`config.mk`:
```
export PLATFORM = sky130hd
export DESIGN_NAME = lchg_charge_seq
export DESIGN_NICKNAME = d
export VERILOG_FILES = /design/src/rtl/lchg_pkg.sv /design/src/rtl/lchg_cond.sv /design/src/rtl/lchg_timebase.sv /design/src/rtl/lchg_ctr.sv /design/src/rtl/lchg_seq.sv /design/src/rtl/lchg_charge_seq.sv
export SDC_FILE = /design/constraint.sdc
export NUM_CORES = 1
export LEC_CHECK = 0
export BUFFER_PORTS_ARGS = -buffer_cell sky130_fd_sc_hd__buf_2
export CELL_PAD_IN_SITES_DETAIL_PLACEMENT = 2
export CELL_PAD_IN_SITES_GLOBAL_PLACEMENT = 2
export CORE_MARGIN = 5
export CORE_UTILIZATION = 33
export DETAILED_ROUTE_END_ITERATION = 16
export GPL_TIMING_DRIVEN = 0
export HOLD_SLACK_MARGIN = 0.06
export PLACE_DENSITY = 0.91
export SYNTH_ARGS = -nofsm -noshare
export SYNTH_HDL_FRONTEND = slang
export SYNTH_SLANG_ARGS = --single-unit
```
`constraint.sdc`:
```
create_clock -name clk -period 2.7 [get_ports clk]
set_clock_uncertainty 0.15 [all_clocks]
set_input_delay 0.27 -clock clk [delete_from_list [all_inputs] [get_ports clk]]
set_output_delay 0.27 -clock clk [all_outputs]
set_load 0.02 [all_outputs]
```
`src/rtl/lchg_pkg.sv`:
```
package lchg_pkg;

    typedef enum logic [2:0] {
        ST_IDLE = 3'd0,
        ST_WAIT = 3'd1,
        ST_BULK = 3'd2,
        ST_PON  = 3'd3,
        ST_POFF = 3'd4,
        ST_DONE = 3'd5
    } chg_state_e;

    typedef enum logic [1:0] {
        STAT_NOSRC = 2'b00,
        STAT_CHG   = 2'b01,
        STAT_SRC   = 2'b10,
        STAT_DONE  = 2'b11
    } chg_stat_e;

    typedef struct packed {
        logic src;        // source present
        logic meas_ok;    // both samples valid
        logic above_lb;   // volt >= low-battery threshold
        logic at_cv;      // volt >= charge-voltage threshold
        logic temp_win;   // temperature within start window
        logic temp_hot;   // valid temperature above the limit
        logic trickle;    // recovery current requested
    } cell_cond_t;

    function automatic logic is_charging(chg_state_e s);
        return (s == ST_BULK) || (s == ST_PON) || (s == ST_POFF);
    endfunction

endpackage

```
`src/rtl/lchg_cond.sv`:
```
module lchg_cond
    import lchg_pkg::*;
#(
    parameter int VW     = 10,
    parameter int TW     = 11,
    parameter int V_LB   = 615,
    parameter int V_CV   = 861,
    parameter int T_LOW  = 0,
    parameter int T_HIGH = 320,
    parameter int T_MAX  = 400
) (
    input  logic [VW-1:0]        volt,
    input  logic                 volt_vld,
    input  logic signed [TW-1:0] temp,
    input  logic                 temp_vld,
    input  logic                 src_ok,
    output cell_cond_t           cond
);
    localparam logic [VW-1:0]        VLB_C = VW'(V_LB);
    localparam logic [VW-1:0]        VCV_C = VW'(V_CV);
    localparam logic signed [TW-1:0] TLO_C = TW'(T_LOW);
    localparam logic signed [TW-1:0] THI_C = TW'(T_HIGH);
    localparam logic signed [TW-1:0] TMX_C = TW'(T_MAX);

    always_comb begin
        cond.src      = src_ok;
        cond.meas_ok  = volt_vld && temp_vld;
        cond.above_lb = volt_vld && (volt >= VLB_C);
        cond.at_cv    = volt_vld && (volt >= VCV_C);
        cond.temp_win = temp_vld && (temp >= TLO_C) && (temp <= THI_C);
        cond.temp_hot = temp_vld && (temp > TMX_C);
        cond.trickle  = src_ok && volt_vld && (volt < VLB_C);
    end
endmodule

```
`src/rtl/lchg_timebase.sv`:
```
module lchg_timebase #(
    parameter int PROBE_PERIOD_MS = 55,
    parameter int PROBE_OFF_MS    = 27,
    parameter int CTR_STEP_MS     = 56000
) (
    input  logic clk,
    input  logic rst,
    input  logic run,
    input  logic ms_tick,
    output logic probe_off,
    output logic step
);
    localparam int PW = (PROBE_PERIOD_MS > 1) ? $clog2(PROBE_PERIOD_MS) : 1;
    localparam int SW = (CTR_STEP_MS > 1) ? $clog2(CTR_STEP_MS) : 1;
    localparam logic [PW-1:0] PH_LAST = PW'(PROBE_PERIOD_MS - 1);
    localparam logic [PW-1:0] PH_OFF  = PW'(PROBE_PERIOD_MS - PROBE_OFF_MS);
    localparam logic [SW-1:0] ST_LAST = SW'(CTR_STEP_MS - 1);

    logic [PW-1:0] phase;
    logic [SW-1:0] scnt;

    always_ff @(posedge clk) begin
        if (rst || !run) begin
            phase <= '0;
        end else if (ms_tick) begin
            phase <= (phase == PH_LAST) ? '0 : phase + 1'b1;
        end
    end

    always_ff @(posedge clk) begin
        if (rst || !run) begin
            scnt <= '0;
        end else if (ms_tick) begin
            scnt <= (scnt == ST_LAST) ? '0 : scnt + 1'b1;
        end
    end

    assign probe_off = run && (phase >= PH_OFF);
    assign step      = run && ms_tick && (scnt == ST_LAST);

    assert_phase_range_R4: assert property (@(posedge clk) disable iff (rst)
        phase <= PH_LAST);

    assert_idle_clear_R4: assert property (@(posedge clk) disable iff (rst)
        !run |=> (phase == '0));
endmodule

```
`src/rtl/lchg_ctr.sv`:
```
module lchg_ctr #(
    parameter int CW = 8
) (
    input  logic          clk,
    input  logic          rst,
    input  logic          load,
    input  logic [CW-1:0] preset,
    input  logic          wr,
    input  logic [CW-1:0] wdata,
    input  logic          step,
    output logic [CW-1:0] value,
    output logic          zero
);
    always_ff @(posedge clk) begin
        if (rst) begin
            value <= '0;
        end else if (wr) begin
            value <= wdata;
        end else if (load) begin
            value <= preset;
        end else if (step && (value != '0)) begin
            value <= value - 1'b1;
        end
    end

    assign zero = (value == '0);

    assert_ctr_hold_R8: assert property (@(posedge clk) disable iff (rst)
        (!wr && !load && !step) |=> $stable(value));

    assert_ctr_dec_R8: assert property (@(posedge clk) disable iff (rst)
        (!wr && !load && step && (value != '0)) |=> (value == $past(value) - 1'b1));

    assert_ctr_load_R8: assert property (@(posedge clk) disable iff (rst)
        (!wr && load) |=> (value == $past(preset)));

    assert_ctr_write_R8: assert property (@(posedge clk) disable iff (rst)
        wr |=> (value == $past(wdata)));
endmodule

```
`src/rtl/lchg_seq.sv`:
```
module lchg_seq
    import lchg_pkg::*;
#(
    parameter int PULSE_MS      = 875,
    parameter int DECAY_PERIODS = 15
) (
    input  logic       clk,
    input  logic       rst,
    input  logic       ms_tick,
    input  cell_cond_t cond,
    input  logic       cmd_start,
    input  logic       cmd_stop,
    input  logic       stat_wr,
    input  logic       init_sel,
    input  logic       probe_off,
    input  logic       ctr_zero,
    output chg_state_e state,
    output logic       ctr_load,
    output logic       trickle_n,
    output logic       fast_n,
    output logic [1:0] status
);
    localparam int PCW = (PULSE_MS > 1) ? $clog2(PULSE_MS) : 1;
    localparam int DCW = $clog2(DECAY_PERIODS + 1);
    localparam logic [PCW-1:0] P_LAST = PCW'(PULSE_MS - 1);
    localparam logic [DCW-1:0] D_LAST = DCW'(DECAY_PERIODS - 1);

    chg_state_e     state_q, state_d;
    logic [PCW-1:0] pcnt_q, pcnt_d;
    logic [DCW-1:0] dcnt_q, dcnt_d;
    logic           src_q;
    logic           arm_req, start_ok, charging;

    assign charging = is_charging(state_q);
    assign arm_req  = cmd_start || (init_sel && cond.src && !src_q);
    assign start_ok = cond.src && cond.meas_ok && cond.temp_win && cond.above_lb;

    always_comb begin
        state_d = state_q;
        pcnt_d  = pcnt_q;
        dcnt_d  = dcnt_q;
        unique case (state_q)
            ST_IDLE: if (arm_req) state_d = ST_WAIT;
            ST_WAIT: begin
                if (cmd_stop) state_d = ST_IDLE;
                else if (start_ok) state_d = ST_BULK;
            end
            ST_BULK, ST_PON, ST_POFF: begin
                if (cmd_stop || !cond.src) begin
                    state_d = ST_IDLE;
                end else if (cond.temp_hot || ctr_zero) begin
                    state_d = ST_DONE;
                end else if (state_q == ST_BULK) begin
                    if (cond.at_cv) begin
                        state_d = ST_PON;
                        pcnt_d  = '0;
                    end
                end else if (state_q == ST_PON) begin
                    if (ms_tick) begin
                        if (pcnt_q == P_LAST) begin
                            state_d = ST_POFF;
                            pcnt_d  = '0;
                            dcnt_d  = '0;
                        end else begin
                            pcnt_d = pcnt_q + 1'b1;
                        end
                    end
                end else begin
                    if (!cond.at_cv) begin
                        state_d = ST_PON;
                        pcnt_d  = '0;
                    end else if (ms_tick) begin
                        if (pcnt_q == P_LAST) begin
                            pcnt_d = '0;
                            if (dcnt_q == D_LAST) state_d = ST_DONE;
                            else dcnt_d = dcnt_q + 1'b1;
                        end else begin
                            pcnt_d = pcnt_q + 1'b1;
                        end
                    end
                end
            end
            ST_DONE: if (stat_wr) state_d = ST_IDLE;
            default: state_d = ST_IDLE;
        endcase
    end

    assign ctr_load = (state_q == ST_WAIT) && (state_d == ST_BULK);

    always_ff @(posedge clk) begin
        if (rst) begin
            state_q <= ST_IDLE;
            pcnt_q  <= '0;
            dcnt_q  <= '0;
            src_q   <= 1'b0;
        end else begin
            state_q <= state_d;
            pcnt_q  <= pcnt_d;
            dcnt_q  <= dcnt_d;
            src_q   <= cond.src;
        end
    end

    // registered pin drivers
    always_ff @(posedge clk) begin
        if (rst) begin
            trickle_n <= 1'b1;
            fast_n    <= 1'b1;
            status    <= STAT_NOSRC;
        end else begin
            trickle_n <= !cond.trickle;
            fast_n    <= !((state_q == ST_PON) || ((state_q == ST_BULK) && !probe_off));
            if (state_q == ST_DONE)               status <= STAT_DONE;
            else if (charging || cond.trickle)    status <= STAT_CHG;
            else if (cond.src)                    status <= STAT_SRC;
            else                                  status <= STAT_NOSRC;
        end
    end

    assign state = state_q;

    assert_done_hold_R9: assert property (@(posedge clk) disable iff (rst)
        ((state_q == ST_DONE) && !stat_wr) |=> (state_q == ST_DONE));

    assert_done_gate_R9: assert property (@(posedge clk) disable iff (rst)
        (status == STAT_DONE) |-> fast_n);

    assert_abort_idle_R10: assert property (@(posedge clk) disable iff (rst)
        (charging && (cmd_stop || !cond.src)) |=> (state_q == ST_IDLE));

    assert_hot_done_R7: assert property (@(posedge clk) disable iff (rst)
        (charging && !cmd_stop && cond.src && cond.temp_hot) |=> (state_q == ST_DONE));

    assert_ctr_end_R8: assert property (@(posedge clk) disable iff (rst)
        (charging && !cmd_stop && cond.src && ctr_zero) |=> (state_q == ST_DONE));

    assert_hold_off_R3: assert property (@(posedge clk) disable iff (rst)
        ((state_q == ST_WAIT) && !start_ok) |=> (state_q != ST_BULK));
endmodule

```
`src/rtl/lchg_charge_seq.sv`:
```
module lchg_charge_seq
    import lchg_pkg::*;
#(
    parameter int VW              = 10,
    parameter int TW              = 11,
    parameter int CW              = 8,
    parameter int V_LB            = 615,
    parameter int V_CV            = 861,
    parameter int T_LOW           = 0,
    parameter int T_HIGH          = 320,
    parameter int T_MAX           = 400,
    parameter int PULSE_MS        = 875,
    parameter int DECAY_PERIODS   = 15,
    parameter int PROBE_PERIOD_MS = 55,
    parameter int PROBE_OFF_MS    = 27,
    parameter int CTR_STEP_MS     = 56000
) (
    input  logic                 clk,
    input  logic                 rst,
    input  logic                 ms_tick,
    input  logic [VW-1:0]        volt,
    input  logic                 volt_vld,
    input  logic signed [TW-1:0] temp,
    input  logic                 temp_vld,
    input  logic                 src_ok,
    input  logic                 cmd_start,
    input  logic                 cmd_stop,
    input  logic                 stat_wr,
    input  logic                 init_sel,
    input  logic [CW-1:0]        ctr_preset,
    input  logic                 ctr_wr,
    input  logic [CW-1:0]        ctr_wdata,
    output logic                 trickle_n,
    output logic                 fast_n,
    output logic [1:0]           status,
    output logic [CW-1:0]        ctr_value
);
    cell_cond_t cond;
    chg_state_e state;
    logic       probe_off, step, ctr_load, ctr_zero;

    lchg_cond #(
        .VW(VW), .TW(TW), .V_LB(V_LB), .V_CV(V_CV),
        .T_LOW(T_LOW), .T_HIGH(T_HIGH), .T_MAX(T_MAX)
    ) u_cond (
        .volt(volt), .volt_vld(volt_vld), .temp(temp), .temp_vld(temp_vld),
        .src_ok(src_ok), .cond(cond)
    );

    lchg_timebase #(
        .PROBE_PERIOD_MS(PROBE_PERIOD_MS), .PROBE_OFF_MS(PROBE_OFF_MS),
        .CTR_STEP_MS(CTR_STEP_MS)
    ) u_tb (
        .clk(clk), .rst(rst), .run(is_charging(state)), .ms_tick(ms_tick),
        .probe_off(probe_off), .step(step)
    );

    lchg_ctr #(.CW(CW)) u_ctr (
        .clk(clk), .rst(rst), .load(ctr_load), .preset(ctr_preset),
        .wr(ctr_wr), .wdata(ctr_wdata), .step(step),
        .value(ctr_value), .zero(ctr_zero)
    );

    lchg_seq #(.PULSE_MS(PULSE_MS), .DECAY_PERIODS(DECAY_PERIODS)) u_seq (
        .clk(clk), .rst(rst), .ms_tick(ms_tick), .cond(cond),
        .cmd_start(cmd_start), .cmd_stop(cmd_stop), .stat_wr(stat_wr),
        .init_sel(init_sel), .probe_off(probe_off), .ctr_zero(ctr_zero),
        .state(state), .ctr_load(ctr_load), .trickle_n(trickle_n),
        .fast_n(fast_n), .status(status)
    );

    assert_trickle_pin_R1: assert property (@(posedge clk) disable iff (rst)
        (!src_ok || !volt_vld) |=> trickle_n);
endmodule

```
# Word level (Yosys, flattened, before mapping)
# Index checks and enable logic that the tools add are counted.
word_totals:
  word_cells: 117
  output_inout_bits: 12
  regBits: 52
op_classes:
  magnitude_cmp: 7
  n_eq_ne: 14
  muxes: 37
  add_sub_neg: 5
  bitwise_logic: 3
  n_reduce_logical: 41
op_table:
  columns: ["operator", "n"]
  rows:
  - ["$mux 10", 6]
  - ["$mux 3", 15]
  - ["$mux 4", 7]
  - ["$mux 8", 3]
  - ["$ge 10x10->1 const B", 2]
  - ["$logic_and 1x1->1", 19]
  - ["$add 16x1->16 const B", 1]
  - ["$eq 16x16->1 const B", 1]
  - ["$mux 16", 1]
  - ["$pmux 3 s4", 1]
  - ["$ge 11x1->1 const B", 1]
  - ["$gt 11x10->1 const B", 1]
  - ["$le 11x10->1 const B", 1]
  - ["$add 10x1->10 const B", 1]
  - ["$eq 10x10->1 const B", 1]
  - ["$lt 10x10->1 const B", 1]
  - ["$eq 3x2->1 const B", 3]
  - ["$reduce_and 9->1", 1]
  - ["$logic_not 8->1", 1]
  - ["$logic_or 1x1->1", 8]
  - ["$reduce_bool 8->1", 1]
  - ["$sub 8x1->8 const B", 1]
  - ["$add 6x1->6 const B", 1]
  - ["$eq 3x3->1 const B", 2]
  - ["16 further kinds", 27]

# Longest topological paths before layout
# Gate-level depths: netlist (run 1).
logic_depth:
  word_depth: 14
  mapped_depth: 9
  mapped_depth_nobuf: 8

# By module
# Synthesis (run 1) repeated with hierarchy kept, for this count alone.
hier_totals:
  hier_cells: 377
  hier_area_um2: 3103.0
modules_own_cells:
  columns: ["mod", "area_per_inst_um2", "n_inst", "seq_area_each_um2", "cells_each"]
  rows:
  - ["lchg_seq", 1244.9, 1, 440.4, 149]
  - ["lchg_timebase", 1062.3, 1, 440.4, 123]
  - ["lchg_ctr", 604.3, 1, 160.2, 75]
  - ["lchg_cond", 175.2, 1, 0.0, 28]
  - ["lchg_charge_seq", 16.3, 1, 0.0, 2]

# Worst setup path before layout (run 1)
# Ideal clock, no wire load.
synth_timing:
  kind: "register to register"
  from: "reg u_ctr.value[2]"
  to: "reg u_ctr.value[5]"
  path_stages_with_launch: 7
  setup_time_ps: 116
  setup_slack_ps: 368
  path_buffers: 1
  t_required_ps: 2434
  synth_period_minus_slack_ps: 2332
  arrival_time_ps: 2066
  cell_sequence: "dfxtp_1 or4_4 nor4b_4 nor4_4 or3_1 buf_2 o211a_1"
synth_between:
  elab_chain_cells: 9
synth_rtl:
  columns: ["item", "line_no", "source"]
  rows:
  - ["start, declared", "lchg_ctr.sv:11", "output logic [CW-1:0] value,"]
  - ["start signal, assigned", "lchg_ctr.sv:18", "value <= wdata;"]
  - ["start signal, assigned", "lchg_ctr.sv:20", "value <= preset;"]
  - ["start signal, assigned", "lchg_ctr.sv:22", "value <= value - 1'b1;"]
  - ["$logic_not 8->1", "lchg_ctr.sv:26", "assign zero = (value == '0);"]
  - ["$logic_or 1x1->1", "lchg_seq.sv:51", "end else if (cond.temp_hot || ctr_zero) begin"]
  - ["$mux 3", "lchg_seq.sv:51", null]
  - ["$mux 3", "lchg_seq.sv:49", "if (cmd_stop || !cond.src) begin"]
  - ["$pmux 3 s4", "lchg_seq.sv:42", "unique case (state_q)"]
  - ["$eq 3x2->1", "lchg_seq.sv:88", "assign ctr_load = (state_q == ST_WAIT) && (state_d == ST_BULK);"]
  - ["$logic_and 1x1->1", "lchg_seq.sv:88", null]
  - ["$mux 8", "lchg_ctr.sv:19", "end else if (load) begin"]
  - ["$mux 8", "lchg_ctr.sv:17", "end else if (wr) begin"]
# Several ways; a longest one is shown, not always the timed one. The select of a mux whose other input is x is not followed.
# A chain may end at the register's enable or synchronous reset.

# Worst setup path after layout (run 1)
layout_timing:
  from: "reg u_ctr.value[2]"
  to: "reg u_seq.dcnt_q[0]"
layout_between:
  elab_chain_cells: 4
layout_rtl:
  columns: ["item", "line_no", "source"]
  rows:
  - ["$logic_not 8->1", "lchg_ctr.sv:26", null]
  - ["$logic_or 1x1->1", "lchg_seq.sv:51", null]
  - ["$not 1->1 (no source line)", null, null]
  - ["$reduce_and 9->1 (no source line)", null, null]
  - ["end signal, assigned", "lchg_seq.sv:99", "dcnt_q <= dcnt_d;"]
  - ["end, declared", "lchg_seq.sv:30", "logic [DCW-1:0] dcnt_q, dcnt_d;"]
# No other way between the ends.

==> metrics, run 1 <==
vias per cell=5.642; main combinational cell family by area after synthesis=simple AND/OR/NAND/NOR gates; Top Ports=60; Avg WL per Cell=20.52 µm; pin count of the biggest net entering global routing=17; mean area per synthesized cell=8.480 µm²; top cells by count, synth=52 x dfxtp_1, 49 x nor2_1, 29 x nand2_1; Worst Path Max Fanout=10; Seq/Total Area, Yosys=34.10%; Rows=35; Top Layer Used=met4; Cell Area, Synth=0.003053 mm²; vias in the first global route=3,473; Post-synth EDFFs=0; area added between synthesis and finish=18.89%; post-synthesis register bit count=52; mux contribution to synthesized area=1.311%; status=complete, no violations; core region area=0.009109 mm²; syn nets=418; crit path launch type=flip-flop; Post-synth ARST share=0%; Critical Path RT=2740 ps; Nets=485; cell with the most instances after synthesis=dfxtp_1; grt total ovfl=0; CP arrival=2610 ps; total track usage=20.10%; Placed Cells=527; compound-cell area share of the yosys netlist=15.74%; DRC violations left=0; Vias=3,041; Synth Flop Type=dfxtp_1; Setup TNS=0 ps; Post-Syn Instances=360; post-synthesis xor/xnor area fraction=9.467%; Die W=106.2 µm; CTS buffer count=5; crit end category=flip-flop; RSZ-0062 raised after global routing=false; Hold Crit Class=in -> reg; Antenna diodes=0; count of cell types in the netlist=63; cell taking the most area after synthesis=dfxtp_1; Die ar.=0.01128 mm²; DP HPWL=7.804 mm; fraction of layout cells with a size suffix above 1=20.09%; DIE HEIGHT=106.2 µm; period utilisation layout=95.32%; Clock Pin Slew Worst Setup and Hold Paths=100 ps; initial antenna violation count=0; final-layout fill cell count=1,059; drt first pass iters=4; final setup violation count=0; PD cells=439.9 mW/mm²; met2 wire length=5.963 mm; fmax=388.5 MHz; placer congestion estimate=0.7833; final non-filler cell total=539; synth top area cells=dfxtp_1 34%, nor2_1 6.0%, xnor2_1 5.5%; depth of the CTS H-tree=2; CTS sink cnt=52; slew margin rel.=58.52%; final WL=11.06 mm; post-route ant nets=0; DRT iter0 DRCs=116; CTS tree=done; max-slew violations=0; Ys Warns=0; Post-Synth Simple-Gate Area=30.61%; post-synthesis adder-cell area fraction=4.098%; CTS root buffer=clkbuf_8; starting density of the core=33.52%; Setup Crit Path Kind=reg -> reg; worst slew pin tran=618.5 ps; min cycle time layout=2574 ps; first-pass GRT wire length=18.14 mm; Max Buffers Root-to-Sink=2; Leak=1.338 nW; worst skew pair latency=330 ps; Synth top area share=34.10%; WL met1=4.410 mm; Final Hold Fails=0; peak supply drop=0.1860 mV; IO buf count=56; met3 wire len=394 µm; max cap viols=0
per-stage QoR:
step                      instance area [µm²]  hold WS (ps)  utilization, %  power (W)  setup slack (ps)
after floorplan                          3053         227.9               -  0.0009302             368.0
after global placement                   3472         311.6           38.12   0.001007             175.4
after detailed placement                 3472         331.8           38.12   0.001021             69.70
after CTS                                3613         63.11           39.67   0.001602             23.72
after global routing                     3630         69.24           39.85   0.001653             16.42
final                                    3630         59.80           39.85   0.001597             126.3
worst paths after layout:
path | slack, ps | cells past startpoint | startpoint | to
worst max-delay path | 130 | 7 | u_ctr.value[2] | u_seq.dcnt_q[0]
worst min-delay path | 60 | 2 | volt_vld | u_seq.trickle_n
worst max register to register | 130 | 7 | u_ctr.value[2] | u_seq.dcnt_q[0]
worst min register to register | 350 | 2 | u_tb.scnt[12] | u_tb.scnt[12]
report_power, final:
group / internal, W / leakage [nW] / switching, W / total [W]
clock network: 0.000281 / 0.0558 / 0.000302 / 0.000583
registers: 0.000778 / 0.421 / 0.0000159 / 0.000794
logic: 0.0000900 / 0.861 / 0.000129 / 0.000219
metal layers:
metal / up-vias / global-route usage (%)
met5: - / 0
met4: 0 / 7.123
met3: 23 / 3.704
met2: 77 / 39.00
met1: 1520 / 21.39
li1: 1421 / -
cell families after synthesis:
kind of cell               Yosys count
AOI/OAI and AO/OA                   63
buffers and inverters               31
DFF                                 52
xor gates and xnor gates            33
muxes                                4
and+or+nand+nor                    167
adders and majority gates           10
timing repair:
action                     in CTS  in global routing
gates resized for setup         0                  3
hold endpoints to repair        3                  0
setup buffers                   0                  1
setup endpoints to repair       0                 15
hold buffers                    3                  0
flip-flops by register name, summed over array words and instances, names as in the netlist:
name,flops
u_tb.scnt,16
u_seq.pcnt_q,10
u_ctr.value,8
u_tb.phase,6
u_seq.dcnt_q,4
u_seq.state,3
u_seq.status,2
u_seq.fast_n,1
u_seq.src_q,1
u_seq.trickle_n,1
worst max-delay path, stage by stage, from the launching register on:
cell,delay (ps)
dfxtp_1,390
or4_4,590
nor4b_4,410
a21o_4,230
buf_2,270
nor3_1,90
nand4_1,170
o22ai_1,130
cell usage in the layout, fill, tap and decap left out, types with 3 or more instances in the layout:
| cell type | instances |
|---|---|
| buf_6 | 3 |
| nand3_1 | 13 |
| a211oi_1 | 6 |
| nand4_1 | 14 |
| nor3_1 | 6 |
| nor3b_1 | 3 |
| buf_2 | 59 |
| o21ai_1 | 3 |
| o211a_1 | 4 |
| clkbuf_1 | 10 |
| nand2b_1 | 6 |
| nand2_1 | 29 |
| nor4_1 | 12 |
| and4b_1 | 3 |
| or3_1 | 4 |
| o2bb2ai_1 | 5 |
| clkbuf_8 | 5 |
| ha_1 | 10 |
| dfxtp_1 | 52 |
| dlygate4sd3_1 | 3 |
| and3_1 | 3 |
| mux2i_1 | 4 |
| nor2_1 | 49 |
| a211o_1 | 4 |
| a21oi_1 | 13 |
| xor2_1 | 14 |
| xnor2_1 | 19 |
| o21ai_0 | 9 |
| o31ai_1 | 3 |
| inv_1 | 13 |
area by class of cell:
type | instances | area (µm²) | share of cell area [%]
clock buffers | 6 | 72.57 | 1.999
well taps | 111 | 138.9 | 3.826
flip-flops and latches | 52 | 1041 | 28.68
repair buffers | 60 | 317.8 | 8.756
clock inverters | 2 | 38.79 | 1.069
inverters | 14 | 52.55 | 1.448
plain buffers | 17 | 90.09 | 2.482
multi-input cells | 277 | 1878 | 51.74
No activity file was read; power rests on OpenSTA's default activity.
==> run 2, diff against run 1 <==
- REMOVE_ABC_BUFFERS: unset -> 1
==> run 2 against run 1 <==
Cell area down 2.0%. Via count shrank 6.3%. Combinational power fell by 9.1%. Highest routed layer unchanged. Fmax shrank 0.46%.
==> metrics, run 2 (synthesis results as in run 1) <==
status=complete, no violations (unchanged); Rows=35 (unchanged); Hold Crit Class=in -> reg (unchanged); worst skew pair latency=320 ps (was 330 ps); DRC violations left=0 (unchanged); most frequent cells in the layout=59 x buf_2, 52 x dfxtp_1, 49 x nor2_1 (unchanged); drt first pass iters=4 (unchanged); depth of the CTS H-tree=2 (unchanged); Vias=2,848 (was 3,041); Clock Pin Slew Worst Setup and Hold Paths=100 ps (about the same); Critical Path RT=2750 ps (was 2740 ps); Worst Path Max Fanout=16 (was 10); area added between synthesis and finish=16.48% (was 18.89%); worst slew pin tran=1122 ps (was 618.5 ps); Die ar.=0.01128 mm² (unchanged); total track usage=17.03% (was 20.10%); final setup violation count=0 (unchanged); DRT iter0 DRCs=80 (was 116); vias in the first global route=3,161 (was 3,473); core region area=0.009109 mm² (unchanged); Placed Cells=513 (was 527); period utilisation layout=95.76% (was 95.32%); placer congestion estimate=0.7611 (was 0.7833); Tot Pwr=0.001577 W (was 0.001597 W); Top Registers=u_tb.scnt: 16 flops, u_seq.pcnt_q: 10 flops, u_ctr.value: 8 flops (unchanged); initial antenna violation count=0 (unchanged); starting density of the core=33.52% (unchanged); max reg flops=16 (unchanged); Antenna diodes=0 (unchanged); Setup Crit Path Kind=reg -> reg (unchanged); CTS sink cnt=52 (unchanged); CP Launch Point=u_seq.state[2] (was u_ctr.value[2]); Top Ports=60 (unchanged); DP HPWL=7.048 mm (was 7.804 mm); most common cell after layout, fill and taps aside=buf_2 (unchanged); Die W=106.2 µm (unchanged); DIE HEIGHT=106.2 µm (unchanged); final non-filler cell total=524 (was 539); slowest CP cell=or4_4 (unchanged); final WL=9.297 mm (was 11.06 mm); fraction of layout cells with a size suffix above 1=20.34% (was 20.09%); peak supply drop=0.1789 mV (was 0.1860 mV); RSZ-0062 raised after global routing=false (unchanged); post-route ant nets=0 (unchanged); first-pass GRT wire length=15.75 mm (was 18.14 mm); Leak=1.307 nW (was 1.338 nW); CP arrival=2630 ps (was 2610 ps); Nets=470 (was 485); IO buf count=59 (was 56); Max Buffers Root-to-Sink=2 (unchanged); Final Hold Fails=0 (unchanged); fmax=386.8 MHz (was 388.5 MHz); slew margin rel.=24.71% (was 58.52%); PD cells=443.6 mW/mm² (was 439.9 mW/mm²); FF-to-FF Start=u_seq.state[2] (was u_ctr.value[2]); max cap viols=0 (unchanged); Avg WL per Cell=17.74 µm (was 20.52 µm); vias per cell=5.435 (was 5.642); Crit path largest cell delay=570 ps (was 590 ps); max-slew violations=0 (unchanged); CTS root buffer=clkbuf_8 (unchanged); crit path launch type=flip-flop (unchanged); CTS buffer count=5 (unchanged); crit end category=flip-flop (unchanged); critical hold path startpoint=stat_wr (was volt_vld); min cycle time layout=2586 ps (was 2574 ps); grt total ovfl=0 (unchanged); Biggest register=u_tb.scnt (unchanged); CTS tree=done (unchanged); worst path cell trace=nand2b_1 > o21a_4 > or3b_4 > or4_4 > xnor2_1 > nor2b_2 (was or4_4 > nor4b_4 > a21o_4 > buf_2 > nor3_1 > nand4_1 > o22ai_1); pin count of the biggest net entering global routing=19 (was 17)
==> run 2: path summary, 6_finish.rpt <==
| path | to | slack (ps) | cells after the start |
|---|---|---|---|
| hold reg to reg | u_tb.scnt[12] | 350 | 2 |
| hold / removal | u_seq.state[2] | 110 | 3 |
| setup reg to reg | u_seq.pcnt_q[5] | 110 | 6 |
| setup / recovery | u_seq.pcnt_q[5] | 110 | 6 |
==> run 2: cell type report <==
class / instances / area, µm²
Clock buffer: 6 / 82.58
Clock inverter: 2 / 38.79
Fill cell: 1068 / 5553
Inverter: 14 / 52.55
Multi-Input combinational cell: 277 / 1877
Sequential cell: 52 / 1041
Tap cell: 111 / 138.9
Timing Repair Buffer: 62 / 325.3
==> run 2: routing by layer <==
metal	track usage (%)	share of wire, %	up-vias
li1	-	-	1394
met1	20.87	44	1385
met2	30.41	51	61
met3	3.218	3.9	8
met4	4.440	1.2	0
met5	0	0	-
==> run 2: report_power, final <==
group | switching [W] | internal (W)
Sequential | 0.0000198 | 0.000778
Combinational | 0.000115 | 0.0000844
Clock | 0.000276 | 0.000304
Total | 0.000411 | 0.00117
==> run 2: timing repair <==
item	in CTS	in global routing
buffers inserted	0	0
resized for setup	2	0
endpoints found under the setup margin	10	0
endpoints found under the hold margin	3	0
hold buffers	3	0
==> run 2: metrics by stage <==
step	TNS [ps]	worst slack (ps)	hold slack (ps)	utilization (%)	cell area [µm²]
floorplan	0	209.0	189.1	-	2963
global placement	-289.9	-98.05	318.3	37.29	3397
detailed placement	-823.7	-106.9	339.7	37.35	3402
CTS	0	95.60	109.0	39.04	3556
global route	0	30.68	113.4	39.04	3556
finish	0	114.5	110.1	39.04	3556
==> run 2: worst max-delay path: cells and delay by family (launching register included) <==
family | cells | cell delay, ps
AO/OA/AOI/OAI | 1 | 200
flip-flops | 1 | 450
XOR/XNOR | 1 | 130
AND/OR/NAND/NOR | 4 | 1530
